<file path="config.mk">
export PLATFORM = sky130hd
export DESIGN_NAME = rtc_bcd_calendar
export DESIGN_NICKNAME = d
export VERILOG_FILES = /design/src/rtl/rtc_cal_pkg.sv /design/src/rtl/rtc_sec_divider.sv /design/src/rtl/rtc_time_chain.sv /design/src/rtl/rtc_date_chain.sv /design/src/rtl/rtc_bcd_calendar.sv
export SDC_FILE = /design/constraint.sdc
export NUM_CORES = 1
export LEC_CHECK = 0
export CAP_MARGIN = 20
export CELL_PAD_IN_SITES_DETAIL_PLACEMENT = 1
export CELL_PAD_IN_SITES_GLOBAL_PLACEMENT = 1
export CORE_MARGIN = 4
export CORE_UTILIZATION = 44
export DETAILED_ROUTE_END_ITERATION = 8
export DONT_BUFFER_PORTS = 1
export PLACE_DENSITY_LB_ADDON = 0.15
export SYNTH_ARGS = -nofsm -noshare
export SYNTH_HDL_FRONTEND = slang
export SYNTH_SLANG_ARGS = --single-unit
</file>
<file path="constraint.sdc">
create_clock -name clk -period 2.83 [get_ports clk]
set_input_delay 0.566 -clock clk [delete_from_list [all_inputs] [get_ports clk]]
set_output_delay 0.566 -clock clk [all_outputs]
set_load 0.02 [all_outputs]
</file>
<file path="src/rtl/rtc_cal_pkg.sv">
package rtc_cal_pkg;

    // Field index inside the time group
    localparam int T_SEC  = 0;
    localparam int T_MIN  = 1;
    localparam int T_HOUR = 2;
    localparam int T_NUM  = 3;

    // Number of calendar fields
    localparam int C_NUM  = 5;

    typedef logic [T_NUM-1:0][7:0] tfields_t;

    typedef struct packed {
        tfields_t f;
        logic     sp;
        logic     mp;
        logic     hp;
        logic     dp;
    } tstate_t;

    typedef struct packed {
        logic [7:0] cent;
        logic [7:0] year;
        logic [7:0] month;
        logic [7:0] date;
        logic [7:0] dow;
    } cfields_t;

    // Increment a two-digit packed BCD value (no range limit applied here)
    function automatic logic [7:0] bcd_inc(input logic [7:0] v);
        logic [3:0] hi;
        logic [3:0] lo;
        hi = v[7:4];
        lo = v[3:0];
        if (lo >= 4'd9) begin
            return {hi + 4'd1, 4'h0};
        end
        return {hi, lo + 4'd1};
    endfunction

    // Year is leap when (10*hi + lo) mod 4 == 0, i.e. (2*hi + lo) mod 4 == 0
    function automatic logic is_leap(input logic [7:0] y);
        logic [1:0] r;
        r = {y[4], 1'b0} + y[1:0];
        return (r == 2'd0);
    endfunction

    // Last day of the month in BCD
    function automatic logic [7:0] month_len(input logic [7:0] m, input logic leap);
        logic [7:0] n;
        case (m)
            8'h02:                      n = leap ? 8'h29 : 8'h28;
            8'h04, 8'h06, 8'h09, 8'h11: n = 8'h30;
            default:                    n = 8'h31;
        endcase
        return n;
    endfunction

endpackage

</file>
<file path="src/rtl/rtc_sec_divider.sv">
module rtc_sec_divider #(
    parameter int DIV = 32768
) (
    input  logic clk,
    input  logic rst_n,
    output logic tick
);
    localparam int CW = (DIV > 2) ? $clog2(DIV) : 1;
    localparam logic [CW-1:0] LAST = CW'(DIV - 1);

    logic [CW-1:0] cnt_d;
    logic [CW-1:0] cnt_q;

    always_comb begin
        if (cnt_q >= LAST) begin
            cnt_d = '0;
        end else begin
            cnt_d = cnt_q + CW'(1);
        end
    end

    always_ff @(posedge clk or negedge rst_n) begin
        if (!rst_n) begin
            cnt_q <= '0;
        end else begin
            cnt_q <= cnt_d;
        end
    end

    assign tick = (cnt_q == LAST);

    // after a tick the divider restarts from zero
    a_r2_tick_restarts: assert property (@(posedge clk) disable iff (!rst_n)
        tick |=> (cnt_q == '0));

    // the counter never leaves its range
    a_r2_cnt_range: assert property (@(posedge clk) disable iff (!rst_n)
        cnt_q <= LAST);

endmodule

</file>
<file path="src/rtl/rtc_time_chain.sv">
module rtc_time_chain
    import rtc_cal_pkg::*;
(
    input  logic       clk,
    input  logic       rst_n,
    input  logic       tick,
    input  logic       hold,
    input  logic [2:0] ld_en,
    input  logic [7:0] ld_val,
    output tstate_t    st,
    output logic       day_carry
);
    localparam logic [7:0] LIM [T_NUM] = '{8'h59, 8'h59, 8'h23};

    tstate_t    st_d;
    tstate_t    st_q;
    logic [2:0] carries;
    logic       cnt_en;

    always_comb begin
        logic carry;
        logic cout;
        st_d    = st_q;
        cnt_en  = tick && !hold;
        carry   = cnt_en;
        carries = '0;
        for (int i = 0; i < T_NUM; i++) begin
            cout = 1'b0;
            if (ld_en[i]) begin
                st_d.f[i] = ld_val;
            end else if (carry) begin
                if (st_q.f[i] >= LIM[i]) begin
                    st_d.f[i] = 8'h00;
                    cout      = 1'b1;
                end else begin
                    st_d.f[i] = bcd_inc(st_q.f[i]);
                end
            end
            carries[i] = cout;
            carry      = cout;
        end
        st_d.sp = cnt_en;
        st_d.mp = carries[T_SEC];
        st_d.hp = carries[T_MIN];
        st_d.dp = carries[T_HOUR];
    end

    always_ff @(posedge clk or negedge rst_n) begin
        if (!rst_n) begin
            st_q <= '0;
        end else begin
            st_q <= st_d;
        end
    end

    assign st        = st_q;
    assign day_carry = carries[T_HOUR];

    // frozen time group without loads keeps its value and pulses stay low
    a_r8_hold_freezes: assert property (@(posedge clk) disable iff (!rst_n)
        (hold && ld_en == 3'b000) |=> ($stable(st_q.f) && !st_q.sp && !st_q.dp));

    // counted seconds at 59 wrap to 00
    a_r3_sec_wrap: assert property (@(posedge clk) disable iff (!rst_n)
        (tick && !hold && !ld_en[T_SEC] && st_q.f[T_SEC] == 8'h59) |=> (st_q.f[T_SEC] == 8'h00));

    // rollover pulses coincide with zeroed lower fields
    a_r11_min_pulse: assert property (@(posedge clk) disable iff (!rst_n)
        st_q.mp |-> (st_q.f[T_SEC] == 8'h00 && st_q.sp));
    a_r11_day_pulse: assert property (@(posedge clk) disable iff (!rst_n)
        st_q.dp |-> (st_q.f == '0 && st_q.hp && st_q.mp));

endmodule

</file>
<file path="src/rtl/rtc_date_chain.sv">
module rtc_date_chain
    import rtc_cal_pkg::*;
(
    input  logic             clk,
    input  logic             rst_n,
    input  logic             day_carry,
    input  logic             hold,
    input  logic [C_NUM-1:0] ld_en,
    input  logic [7:0]       ld_val,
    output cfields_t         cal
);
    localparam cfields_t RST_VAL = '{cent: 8'h19, year: 8'h00, month: 8'h01,
                                     date: 8'h01, dow: 8'h01};

    cfields_t   cal_d;
    cfields_t   cal_q;
    logic       inc;
    logic       mon_carry;
    logic       yr_carry;
    logic       cent_carry;
    logic [7:0] last_day;

    always_comb begin
        cal_d      = cal_q;
        inc        = day_carry && !hold;
        mon_carry  = 1'b0;
        yr_carry   = 1'b0;
        cent_carry = 1'b0;
        last_day   = month_len(cal_q.month, is_leap(cal_q.year));

        // weekday
        if (ld_en[0]) begin
            cal_d.dow = ld_val;
        end else if (inc) begin
            cal_d.dow = (cal_q.dow >= 8'h07) ? 8'h01 : bcd_inc(cal_q.dow);
        end

        // day of month
        if (ld_en[1]) begin
            cal_d.date = ld_val;
        end else if (inc) begin
            if (cal_q.date >= last_day) begin
                cal_d.date = 8'h01;
                mon_carry  = 1'b1;
            end else begin
                cal_d.date = bcd_inc(cal_q.date);
            end
        end

        // month
        if (ld_en[2]) begin
            cal_d.month = ld_val;
        end else if (mon_carry) begin
            if (cal_q.month >= 8'h12) begin
                cal_d.month = 8'h01;
                yr_carry    = 1'b1;
            end else begin
                cal_d.month = bcd_inc(cal_q.month);
            end
        end

        // year
        if (ld_en[3]) begin
            cal_d.year = ld_val;
        end else if (yr_carry) begin
            if (cal_q.year >= 8'h99) begin
                cal_d.year = 8'h00;
                cent_carry = 1'b1;
            end else begin
                cal_d.year = bcd_inc(cal_q.year);
            end
        end

        // century
        if (ld_en[4]) begin
            cal_d.cent = ld_val;
        end else if (cent_carry) begin
            cal_d.cent = (cal_q.cent == 8'h19) ? 8'h20 : 8'h19;
        end
    end

    always_ff @(posedge clk or negedge rst_n) begin
        if (!rst_n) begin
            cal_q <= RST_VAL;
        end else begin
            cal_q <= cal_d;
        end
    end

    assign cal = cal_q;

    // frozen calendar without loads keeps every field
    a_r9_hold_freezes: assert property (@(posedge clk) disable iff (!rst_n)
        (hold && ld_en == '0) |=> $stable(cal_q));

    // weekday 7 wraps to 1 when the date advances
    a_r4_dow_wrap: assert property (@(posedge clk) disable iff (!rst_n)
        (inc && !ld_en[0] && cal_q.dow == 8'h07) |=> (cal_q.dow == 8'h01));

    // date leaves a month only by returning to 01
    a_r5_date_restart: assert property (@(posedge clk) disable iff (!rst_n)
        (mon_carry && !ld_en[1]) |=> (cal_q.date == 8'h01));

    // a counted year wrap changes the century
    a_r7_cent_flips: assert property (@(posedge clk) disable iff (!rst_n)
        (cent_carry && !ld_en[4]) |=> (cal_q.cent != $past(cal_q.cent)));

endmodule

</file>
<file path="src/rtl/rtc_bcd_calendar.sv">
module rtc_bcd_calendar
    import rtc_cal_pkg::*;
#(
    parameter int TICK_DIV = 32768
) (
    input  logic       clk,
    input  logic       rst_n,
    input  logic       time_hold,
    input  logic       cal_hold,
    input  logic [7:0] ld_en,
    input  logic [7:0] ld_val,
    output logic [7:0] sec_bcd,
    output logic [7:0] min_bcd,
    output logic [7:0] hour_bcd,
    output logic [7:0] wday_bcd,
    output logic [7:0] mday_bcd,
    output logic [7:0] mon_bcd,
    output logic [7:0] yr_bcd,
    output logic [7:0] cent_bcd,
    output logic       sec_pulse,
    output logic       min_pulse,
    output logic       hour_pulse,
    output logic       day_pulse
);
    logic     tick;
    logic     day_carry;
    tstate_t  tst;
    cfields_t cal;

    rtc_sec_divider #(.DIV(TICK_DIV)) u_div (
        .clk   (clk),
        .rst_n (rst_n),
        .tick  (tick)
    );

    rtc_time_chain u_time (
        .clk       (clk),
        .rst_n     (rst_n),
        .tick      (tick),
        .hold      (time_hold),
        .ld_en     (ld_en[T_NUM-1:0]),
        .ld_val    (ld_val),
        .st        (tst),
        .day_carry (day_carry)
    );

    rtc_date_chain u_date (
        .clk       (clk),
        .rst_n     (rst_n),
        .day_carry (day_carry),
        .hold      (cal_hold),
        .ld_en     (ld_en[7:T_NUM]),
        .ld_val    (ld_val),
        .cal       (cal)
    );

    assign sec_bcd    = tst.f[T_SEC];
    assign min_bcd    = tst.f[T_MIN];
    assign hour_bcd   = tst.f[T_HOUR];
    assign sec_pulse  = tst.sp;
    assign min_pulse  = tst.mp;
    assign hour_pulse = tst.hp;
    assign day_pulse  = tst.dp;
    assign wday_bcd   = cal.dow;
    assign mday_bcd   = cal.date;
    assign mon_bcd    = cal.month;
    assign yr_bcd     = cal.year;
    assign cent_bcd   = cal.cent;

    // a midnight under calendar freeze still reports the day pulse
    a_r9_day_pulse_kept: assert property (@(posedge clk) disable iff (!rst_n)
        (day_carry && cal_hold) |=> day_pulse);

endmodule

</file>
* Yosys cells after proc, flatten, opt, wreduce, memory -nomap -nowiden
Cells that the tools add are included.
** Storage, ports and cells
- Logic and storage cells :: 172
- Bits of input ports :: 20
- Register bits after elaboration :: 83
- Output and inout port bits :: 68
** Operators by class
- Add/subtract/negate cells :: 16
- Reductions and logical operators :: 28
- Mux-type cells :: 86
- Eq/ne operators :: 7
- Order comparisons :: 15
** Operators with widths (number)
- 8-bit 2-to-1 mux :: 37
- 4-bit by 1-bit adder with 4-bit output (second input constant) :: 14
- 1-bit 2-to-1 mux :: 46
- 4-bit greater-or-equal comparator (second input constant) :: 7
- 3-bit nonzero test :: 7
- 8-bit by 3-bit == test with 1-bit output (second input constant) :: 2
- 8-bit by 5-bit == test with 1-bit output (second input constant) :: 2
- 8-bit by 7-bit greater-or-equal comparator with 1-bit output (second input constant) :: 2
- 8-bit case mux with 2 select lines :: 1
- 2-bit nonzero test :: 8
- 15-bit by 1-bit adder with 15-bit output (second input constant) :: 1
- 15-bit == test (second input constant) :: 1
- 15-bit greater-or-equal comparator (second input constant) :: 1
- 15-bit 2-to-1 mux :: 1
- 2-bit AND reduction :: 7
- 8-bit by 2-bit == test with 1-bit output (second input constant) :: 1
- 8-bit by 4-bit == test with 1-bit output (second input constant) :: 1
- 8-bit by 3-bit greater-or-equal comparator with 1-bit output (second input constant) :: 1
- 8-bit by 5-bit greater-or-equal comparator with 1-bit output (second input constant) :: 1
- 8-bit by 6-bit greater-or-equal comparator with 1-bit output (second input constant) :: 1
- 8-bit greater-or-equal comparator :: 1
- 8-bit greater-or-equal comparator (second input constant) :: 1
- 6-bit 2-to-1 mux :: 1
- 4-bit OR reduction :: 1
- other kinds (4) :: 6

* Longest topological paths before layout
Gate-level depths: netlist of the first run.
- Depth after elaboration :: 19
- Gate-level depth with buffers :: 15
- Mapped depth without buffers :: 14

* Modules after synthesis
Synthesis of the first run repeated with hierarchy kept, for this count alone.
** Unflattened totals
- Cell total of the unflattened synthesis :: 553
- Area total of the unflattened synthesis :: 5225.0 µm²
** Modules (own cells, without submodules)
- rtc_date_chain :: instances 1, area each 2723.9 µm², cells an instance 288
- rtc_time_chain :: instances 1, area each 1737.9 µm², cells an instance 191
- rtc_sec_divider :: instances 1, area each 763.2 µm², cells an instance 74

* Worst setup path before layout of the first run
Ideal clock, no wire load.
- Path kind :: reg-to-reg
- From :: register u_date.cal_q, in the netlist u_date.cal[16]
- To :: register u_date.cal_q, in the netlist u_date.cal[13]
- Arrival time :: 3.040 ns
- Data required time :: 2.702 ns
- Path buffers :: 0
- Period minus slack after synthesis :: 3.167 ns
- Slack :: -0.337 ns
- Stages on the path, launching flop included :: 15
- Setup time :: 0.128 ns
- Cell sequence :: dfstp_2 inv_1 ha_1 o211ai_1 a21oi_1 a31oi_1 nor3_1 a21oi_1 ha_1 nor4b_1 o22ai_1 nor4_1 nor3_2 nor2_1 mux2_1
** On the way
- Longest elaborated chain between the ends :: 7
- Elaborated cells on any way between the ends :: 13
** Ends and longest elaborated chain
- start: declaration :: line rtc_date_chain.sv:16 : cfields_t cal_q;
- start signal: assignment :: line rtc_date_chain.sv:86 : cal_q <= cal_d;
- 8-bit by 3-bit == test with 1-bit output, or another cell as far along :: line rtc_cal_pkg.sv:52 : case (m)
- 4-bit OR reduction :: line rtc_cal_pkg.sv:52
- 8-bit case mux with 2 select lines * :: line rtc_cal_pkg.sv:52
- 8-bit greater-or-equal comparator * :: line rtc_date_chain.sv:42 : if (cal_q.date >= last_day) begin
- 8-bit 2-to-1 mux :: line rtc_date_chain.sv:42
- 8-bit 2-to-1 mux :: line rtc_date_chain.sv:41 : end else if (inc) begin
- 8-bit 2-to-1 mux :: line rtc_date_chain.sv:39 : if (ld_en[1]) begin
Mark *: on every way between the ends. The rest lies on a longest branch, timed or not. The select of a mux whose other input is x is not followed.
A chain may end at the register's enable or synchronous reset.

* Worst setup path after layout of the first run
- From :: register u_date.cal_q, in the netlist u_date.cal[16]
- To :: register u_date.cal_q, in the netlist u_date.cal[14]
Same word-level chain as after synthesis.

==> flow_summary.ini, run 1 <==
[clocking]
cts_tree = done
cts.path.max_buffers = 2
clockRootBuffer = sky130_fd_sc_hd__clkbuf_16
clock-sinks = 83
worst_skew_pair.late_latency_ps = 350
cts_buffers = 9
clkSlewWorstSetupHoldPaths_ps = 60
cts.htree.levels = 3

[worst_setup_path]
critical-path-slowest-cell = sky130_fd_sc_hd__dfstp_2
r2r_setup_slack_ps = -470
end_kind = flip-flop
worstPathCellList = buf_6 > ha_4 > nand3b_1 > a21oi_2 > a31oi_2 > nor3_2 > a21oi_2 > ha_1 > nor4b_4 > o22ai_4 > nor4_4 > nor3_2 > and4bb_1 > a221o_1
critPathKind = reg -> reg
startpoint_of_the_worst_slack_reg_to_reg_timing_path = u_date.cal[16]
crit_path_max_fanout = 4
regToRegEndpoint = u_date.cal[14]
worstPathArrival_ps = 3530
setup.worst_path.start = u_date.cal[16]
reg2regPathDepth = 14
endpoint = u_date.cal[14]
critical_path_launch_point_type = flip-flop
critPathMaxStageDelay_ps = 570
worst-endpoint-required_ps = 3060

[layout]
layout-area-overhead-vs-synth_pct = 21.9
fin_util = 0.553
drive_gt1_frac = 0.224
final.fill_count = 1298
finish.net_count = 673
layout.area.seq_um2 = 2080
antenna-diode-count = 0
final_cells = 759
multi_input_comb_area_um2 = 3180
design_area_um2 = 6370

[power_and_ir_drop]
cellLeakagePower_nw = 2.76
ir_drop_uv = 255
design_power_total_mw = 3.42
power_per_cell_area_nw_per_um2 = 537

[yosys]
syn_area_um2 = 5230
async_flop_share = 1.00
synthFlopType = sky130_fd_sc_hd__dfrtp_1
synth.top_cells.by_area = sky130_fd_sc_hd__dfrtp_1 (37%), sky130_fd_sc_hd__ha_1 (10%), sky130_fd_sc_hd__nand2_1 (4.0%)
post_synth_most_frequent_cells = sky130_fd_sc_hd__dfrtp_1 (77), sky130_fd_sc_hd__nand2_1 (56), sky130_fd_sc_hd__nor2_1 (49)
netlist_instances = 577
ys_seq_area_frac = 0.399
synthesis.area_per_instance_um2 = 9.06
synth_largest_type_area_fraction = 0.369
synthMostInstantiatedCell = sky130_fd_sc_hd__dfrtp_1
most_area_hungry_cell_type_in_the_yosys_netlist = sky130_fd_sc_hd__dfrtp_1
mappedNetlistNets = 639
synth-seq-cells = 83
yosysWarnings = 0
synth_cell_type_count = 76
post_synth_edffs = 0

[routing]
initialDrtViolationCount = 320
ant_nets = 0
vias_after_detailed_routing = 4636
route.detailed.vias_per_inst = 6.11
detail_route.wl_per_cell_um = 21.7
finalWirelength_um = 16400
drc = 0
drt-pass1-iter-count = 4

[placed_design]
hpwl_um = 11000
placement.setup.worst_slack_ps = -351
port_buffers = 0
placedInstanceArea_um2 = 5610
place.detailed.instances = 731
gpl.final_weighted_congestion = 0.855

[run_status]
status = finished, violations left
failed_checks = negative setup slack

[floorplanning]
std_cell_core_area_um2 = 11500
start_util = 0.454
die_h_um = 117
pin_count = 88
die_w_um = 117
fp-row-count = 39
design.die.area_um2 = 13700

[timing]
fin_crit_sh = 1.17
final.setup.worst_slack_ps = -471
timing.final.setup_violations = 31
worst_pin_slew_ps = 588
timing.final.crit_period_ps = 3300
worst_hold_slack_ps = 58.0
fin_tns_setup_ps = -11020
grt_setup_unrepaired = true
final-max-slew-violation-count = 0
max_freq_mhz = 303
finalClockSkew_ps = 4.57
hold_viol = 0
worst_slew_margin_rel = 0.604

[min_path]
holdCritPathClass = in -> async

[global_routing]
overflow_left_after_global_routing = 0
global_route.usage.total = 0.245
initial_antenna_violation_count = 0
grt_first_pass_wirelength_um = 25700
maximum_number_of_pins_on_one_net_before_global_route_repair = 78
grt_pass1_vias = 4814

[job]
max_cap_viol_count = 0
==> worst max-delay path: cells and delay by family, from the launching register on <==
| kind | cells | cell delay [ps] |
|---|---|---|
| and+or+nand+nor | 6 | 1330 |
| AOI/OAI and AO/OA | 5 | 730 |
| DFF | 1 | 570 |
| adders and majority gates | 2 | 440 |
| buffers and inverters | 1 | 110 |
==> sequential cells by signal, indices dropped and copies added (netlist names) <==
register / cells
u_date.cal: 40
u_time.st: 28
u_div.cnt_q: 15
==> kinds of logic after synthesis <==
logic type	count (synthesis)	synth area share
buffers and inverters	72	0.0548
adder cells (fa/ha/maj)	42	0.101
AND/OR/NAND/NOR	215	0.223
AO/OA/AOI/OAI	151	0.199
multiplexers	2	0.00407
flip-flops	83	0.399
XOR/XNOR	12	0.0201
==> power by group <==
group	total, mW	leakage (nW)	internal (mW)	switching [mW]
clock network	1.30	0.165	0.816	0.483
logic	0.614	1.57	0.265	0.350
registers	1.51	1.02	1.29	0.225
total	3.42	2.76	2.37	1.06
==> what timing repair did <==
item                                    4_1_cts  5_1_grt
gates cloned                                  0        1
endpoints found under the setup margin       31       31
hold buffers                                  1        0
setup buffers                                 5        6
hold endpoints to repair                     77        0
pin swaps                                    11       28
gates resized for setup                      35       32
==> cell type report <==
type	count	area share
clock buffer	11	0.0397
clock inverter	5	0.0118
inverter	45	0.0269
multi-input combinational	423	0.499
sequential	83	0.327
tap	143	0.0281
timing repair buffer	49	0.0673
==> placed cells by master, fill, tap and decap left out, types with 4 or more instances in the layout <==
| cell | synthesis | final |
|---|---|---|
| sky130_fd_sc_hd__nor3_2 | 2 | 4 |
| sky130_fd_sc_hd__o31ai_2 | 0 | 7 |
| sky130_fd_sc_hd__dfrtp_1 | 77 | 77 |
| sky130_fd_sc_hd__ha_1 | 42 | 39 |
| sky130_fd_sc_hd__xnor2_1 | 4 | 4 |
| sky130_fd_sc_hd__nand3_1 | 28 | 24 |
| sky130_fd_sc_hd__a221o_1 | 11 | 11 |
| sky130_fd_sc_hd__o211ai_1 | 6 | 6 |
| sky130_fd_sc_hd__nand2_1 | 56 | 53 |
| sky130_fd_sc_hd__nor3b_1 | 7 | 6 |
| sky130_fd_sc_hd__nand2_2 | 1 | 4 |
| sky130_fd_sc_hd__nand2b_1 | 7 | 7 |
| sky130_fd_sc_hd__o21ai_0 | 29 | 26 |
| sky130_fd_sc_hd__o21ai_1 | 10 | 10 |
| sky130_fd_sc_hd__a22oi_1 | 9 | 9 |
| sky130_fd_sc_hd__buf_6 | 0 | 11 |
| sky130_fd_sc_hd__or3_1 | 4 | 4 |
| sky130_fd_sc_hd__a21oi_2 | 0 | 5 |
| sky130_fd_sc_hd__nor2b_1 | 9 | 9 |
| sky130_fd_sc_hd__nand4_1 | 4 | 4 |
| sky130_fd_sc_hd__clkbuf_16 | 0 | 9 |
| sky130_fd_sc_hd__nor3_1 | 10 | 7 |
| sky130_fd_sc_hd__dfstp_2 | 6 | 6 |
| sky130_fd_sc_hd__buf_4 | 0 | 37 |
| sky130_fd_sc_hd__nor2_1 | 49 | 47 |
| sky130_fd_sc_hd__nand3_2 | 1 | 5 |
| sky130_fd_sc_hd__and3_1 | 5 | 5 |
| sky130_fd_sc_hd__xor2_1 | 8 | 8 |
| sky130_fd_sc_hd__a21oi_1 | 28 | 23 |
| sky130_fd_sc_hd__nor4b_1 | 5 | 4 |
| sky130_fd_sc_hd__inv_1 | 44 | 42 |
==> worst min-delay path by stage <==
stage | to | start
floorplan | u_date.cal[10] | rst_n
global placement | u_time.st[8] | rst_n
detailed placement | u_div.cnt_q[7] | rst_n
CTS | u_date.cal[16] | rst_n
global route | u_date.cal[16] | rst_n
finish | u_date.cal[16] | rst_n
==> metal layers <==
metal / part of all wire / vias up / global-route usage
met2: 0.49 / 105 / 0.392
met1: 0.43 / 2362 / 0.317
li1: - / 2142 / -
met3: 0.058 / 27 / 0.0699
met4: 0.023 / 0 / 0.0872
met5: 0 / - / 0
(Power assumes the default switching activity.)
==> run 2: changes to the inputs <==
CORE_MARGIN = 3   (was 4)
==> run 2 against run 1 <==
The flow still finishes with violations (negative setup slack). Maximum frequency is 3.1% higher. Worst setup slack improved by 98 ps. Global-route usage grew 0.44 points. Largest cell class unchanged.
==> flow_summary.ini, run 2 (same netlist as run 1, synthesis figures left out) <==
[layout]
antenna-diode-count = 0
largest_register_ffs = 40
layout-area-overhead-vs-synth_pct = 20.7
final_cells = 757
finish.net_count = 671
final.fill_count = 1295
drive_gt1_frac = 0.218
design_area_um2 = 6310
layout.cells.most_common_list = sky130_fd_sc_hd__dfrtp_1 (76), sky130_fd_sc_hd__nand2_1 (53), sky130_fd_sc_hd__nor2_1 (47)
most_frequent_standard_cell_in_the_layout_excluding_fill_and_tap_cells = sky130_fd_sc_hd__dfrtp_1
fin_util = 0.548

[power_and_ir_drop]
switching_power_mw = 1.04
switching_fraction_of_total_power = 0.314
cellLeakagePower_nw = 2.73
power.clock.fraction = 0.363
power.internal_mw = 2.28
ir_drop_uv = 292
share_comb_of_total_power = 0.183
power_per_cell_area_nw_per_um2 = 526
power_frac_seq = 0.454

[clocking]
cts.htree.levels = 3
cts_buffers = 9
cts.path.max_buffers = 2
clkSlewWorstSetupHoldPaths_ps = 60
worst_skew_pair.late_latency_ps = 350
cts_tree = done
clock-sinks = 83
clockRootBuffer = sky130_fd_sc_hd__clkbuf_16

[timing]
timing.final.crit_period_ps = 3200
timing.final.setup_violations = 31
worst_pin_slew_ps = 644
finalClockSkew_ps = 8.28
worst_slew_margin_rel = 0.566
fin_crit_sh = 1.13
final-max-slew-violation-count = 0
max_freq_mhz = 312
fin_tns_setup_ps = -8470
final.setup.worst_slack_ps = -373
hold_viol = 0
grt_setup_unrepaired = true

[worst_setup_path]
r2r_setup_slack_ps = -370
critPathKind = reg -> reg
worstPathArrival_ps = 3430
critical_path_launch_point_type = flip-flop
worst-endpoint-required_ps = 3050
end_kind = flip-flop
crit_path_max_fanout = 7

[routing]
detail_route.wl_per_cell_um = 21.3
initialDrtViolationCount = 315
ant_nets = 0
drc = 0
drt-pass1-iter-count = 4
route.detailed.vias_per_inst = 6.08
finalWirelength_um = 16100
vias_after_detailed_routing = 4606

[floorplanning]
fp-row-count = 39
die_h_um = 115
die_w_um = 115
start_util = 0.454
std_cell_core_area_um2 = 11500
design.die.area_um2 = 13200
pin_count = 88

[placed_design]
hpwl_um = 10900
place.detailed.instances = 730
port_buffers = 0
placement.setup.worst_slack_ps = -303
gpl.final_weighted_congestion = 0.856
placedInstanceArea_um2 = 5600

[run_status]
status = finished, violations left
failed_checks = negative setup slack

[global_routing]
grt.met3_usage = 0.0737
overflow_left_after_global_routing = 0
grt_first_pass_wirelength_um = 25700
global_route.usage.met1 = 0.316
initial_antenna_violation_count = 0
grt_pass1_vias = 4782
met2_usage = 0.411
globalRoute.busiestLayer = met2
global_route.usage.total = 0.249
maximum_number_of_pins_on_one_net_before_global_route_repair = 78

[min_path]
holdCritPathClass = in -> async

[job]
max_cap_viol_count = 0
[run 2: changes by cell type in the layout (fill, tap and decap cells not counted), sizes merged]
cell    delta
clkbuf     +3
buf        -1
nor2       -1
clkinv     -2
bufinv     -1
[run 2: path summary, 6_finish.rpt]
path | start | to | cells past startpoint
max | u_date.cal[16] | u_date.cal[37] | 14
min in group clk | ld_en[5] | u_date.cal[16] | 1
max in group asynchronous | rst_n | u_date.cal[17] | 1
min | rst_n | u_date.cal[36] | 0
min reg2reg | u_div.cnt_q[0] | u_div.cnt_q[0] | 1
max reg2reg | u_date.cal[16] | u_date.cal[37] | 14
[run 2: power by group through the flow]
stage / Combinational [mW] / Sequential (mW) / Clock [mW]
finish: 0.608 / 1.51 / 1.20
global route: 0.684 / 1.52 / 1.29
CTS: 0.579 / 1.51 / 1.22
detailed placement: 0.518 / 1.52 / 0
global placement: 0.490 / 1.52 / 0
floorplan: 0.343 / 1.53 / 0
[run 2: critical path: stages, from the launching register on]
cell and delay [ps]:
sky130_fd_sc_hd__dfstp_2 570, sky130_fd_sc_hd__inv_4 60, sky130_fd_sc_hd__ha_4 160, sky130_fd_sc_hd__o211ai_1 160, sky130_fd_sc_hd__a21oi_1 80, sky130_fd_sc_hd__a31oi_1 230, sky130_fd_sc_hd__nor3_2 100, sky130_fd_sc_hd__a21oi_2 140
sky130_fd_sc_hd__ha_1 260, sky130_fd_sc_hd__nor4b_4 320, sky130_fd_sc_hd__o22ai_4 160, sky130_fd_sc_hd__o2111ai_4 330, sky130_fd_sc_hd__nor4_4 70, sky130_fd_sc_hd__buf_6 160, sky130_fd_sc_hd__o311a_1 290
[run 2: metrics by stage]
stage / power [mW] / hold slack, ps
after floorplan: 1.87 / 270
after global placement: 2.01 / 273
after detailed placement: 2.04 / 274
after CTS: 3.31 / 54.4
after global routing: 3.50 / 49.0
final: 3.32 / 66.0
[run 2: timing repair]
action                                 in CTS  in global routing
endpoints found under the hold margin      77                  0
pin swaps                                  12                 22
resized for setup                          31                 33
hold buffers                                1                  0
setup buffers                               7                  4
setup endpoints to repair                  30                 31
[run 2: final cells by class]
class / instances / area, um2 / area share
tap: 143 / 179 / 0.0284
multi-input combinational: 422 / 3170 / 0.502
inverter: 45 / 171 / 0.0272
clock inverter: 2 / 35.0 / 0.00555
clock buffer: 14 / 264 / 0.0418
timing repair buffer: 48 / 407 / 0.0644
sequential: 83 / 2090 / 0.330
[run 2: layer usage]
layer / routed length [um] / vias to the layer above
met5: 0 / -
met4: 252 / 0
met3: 941 / 18
met2: 7880 / 97
met1: 7040 / 2360
li1: - / 2131
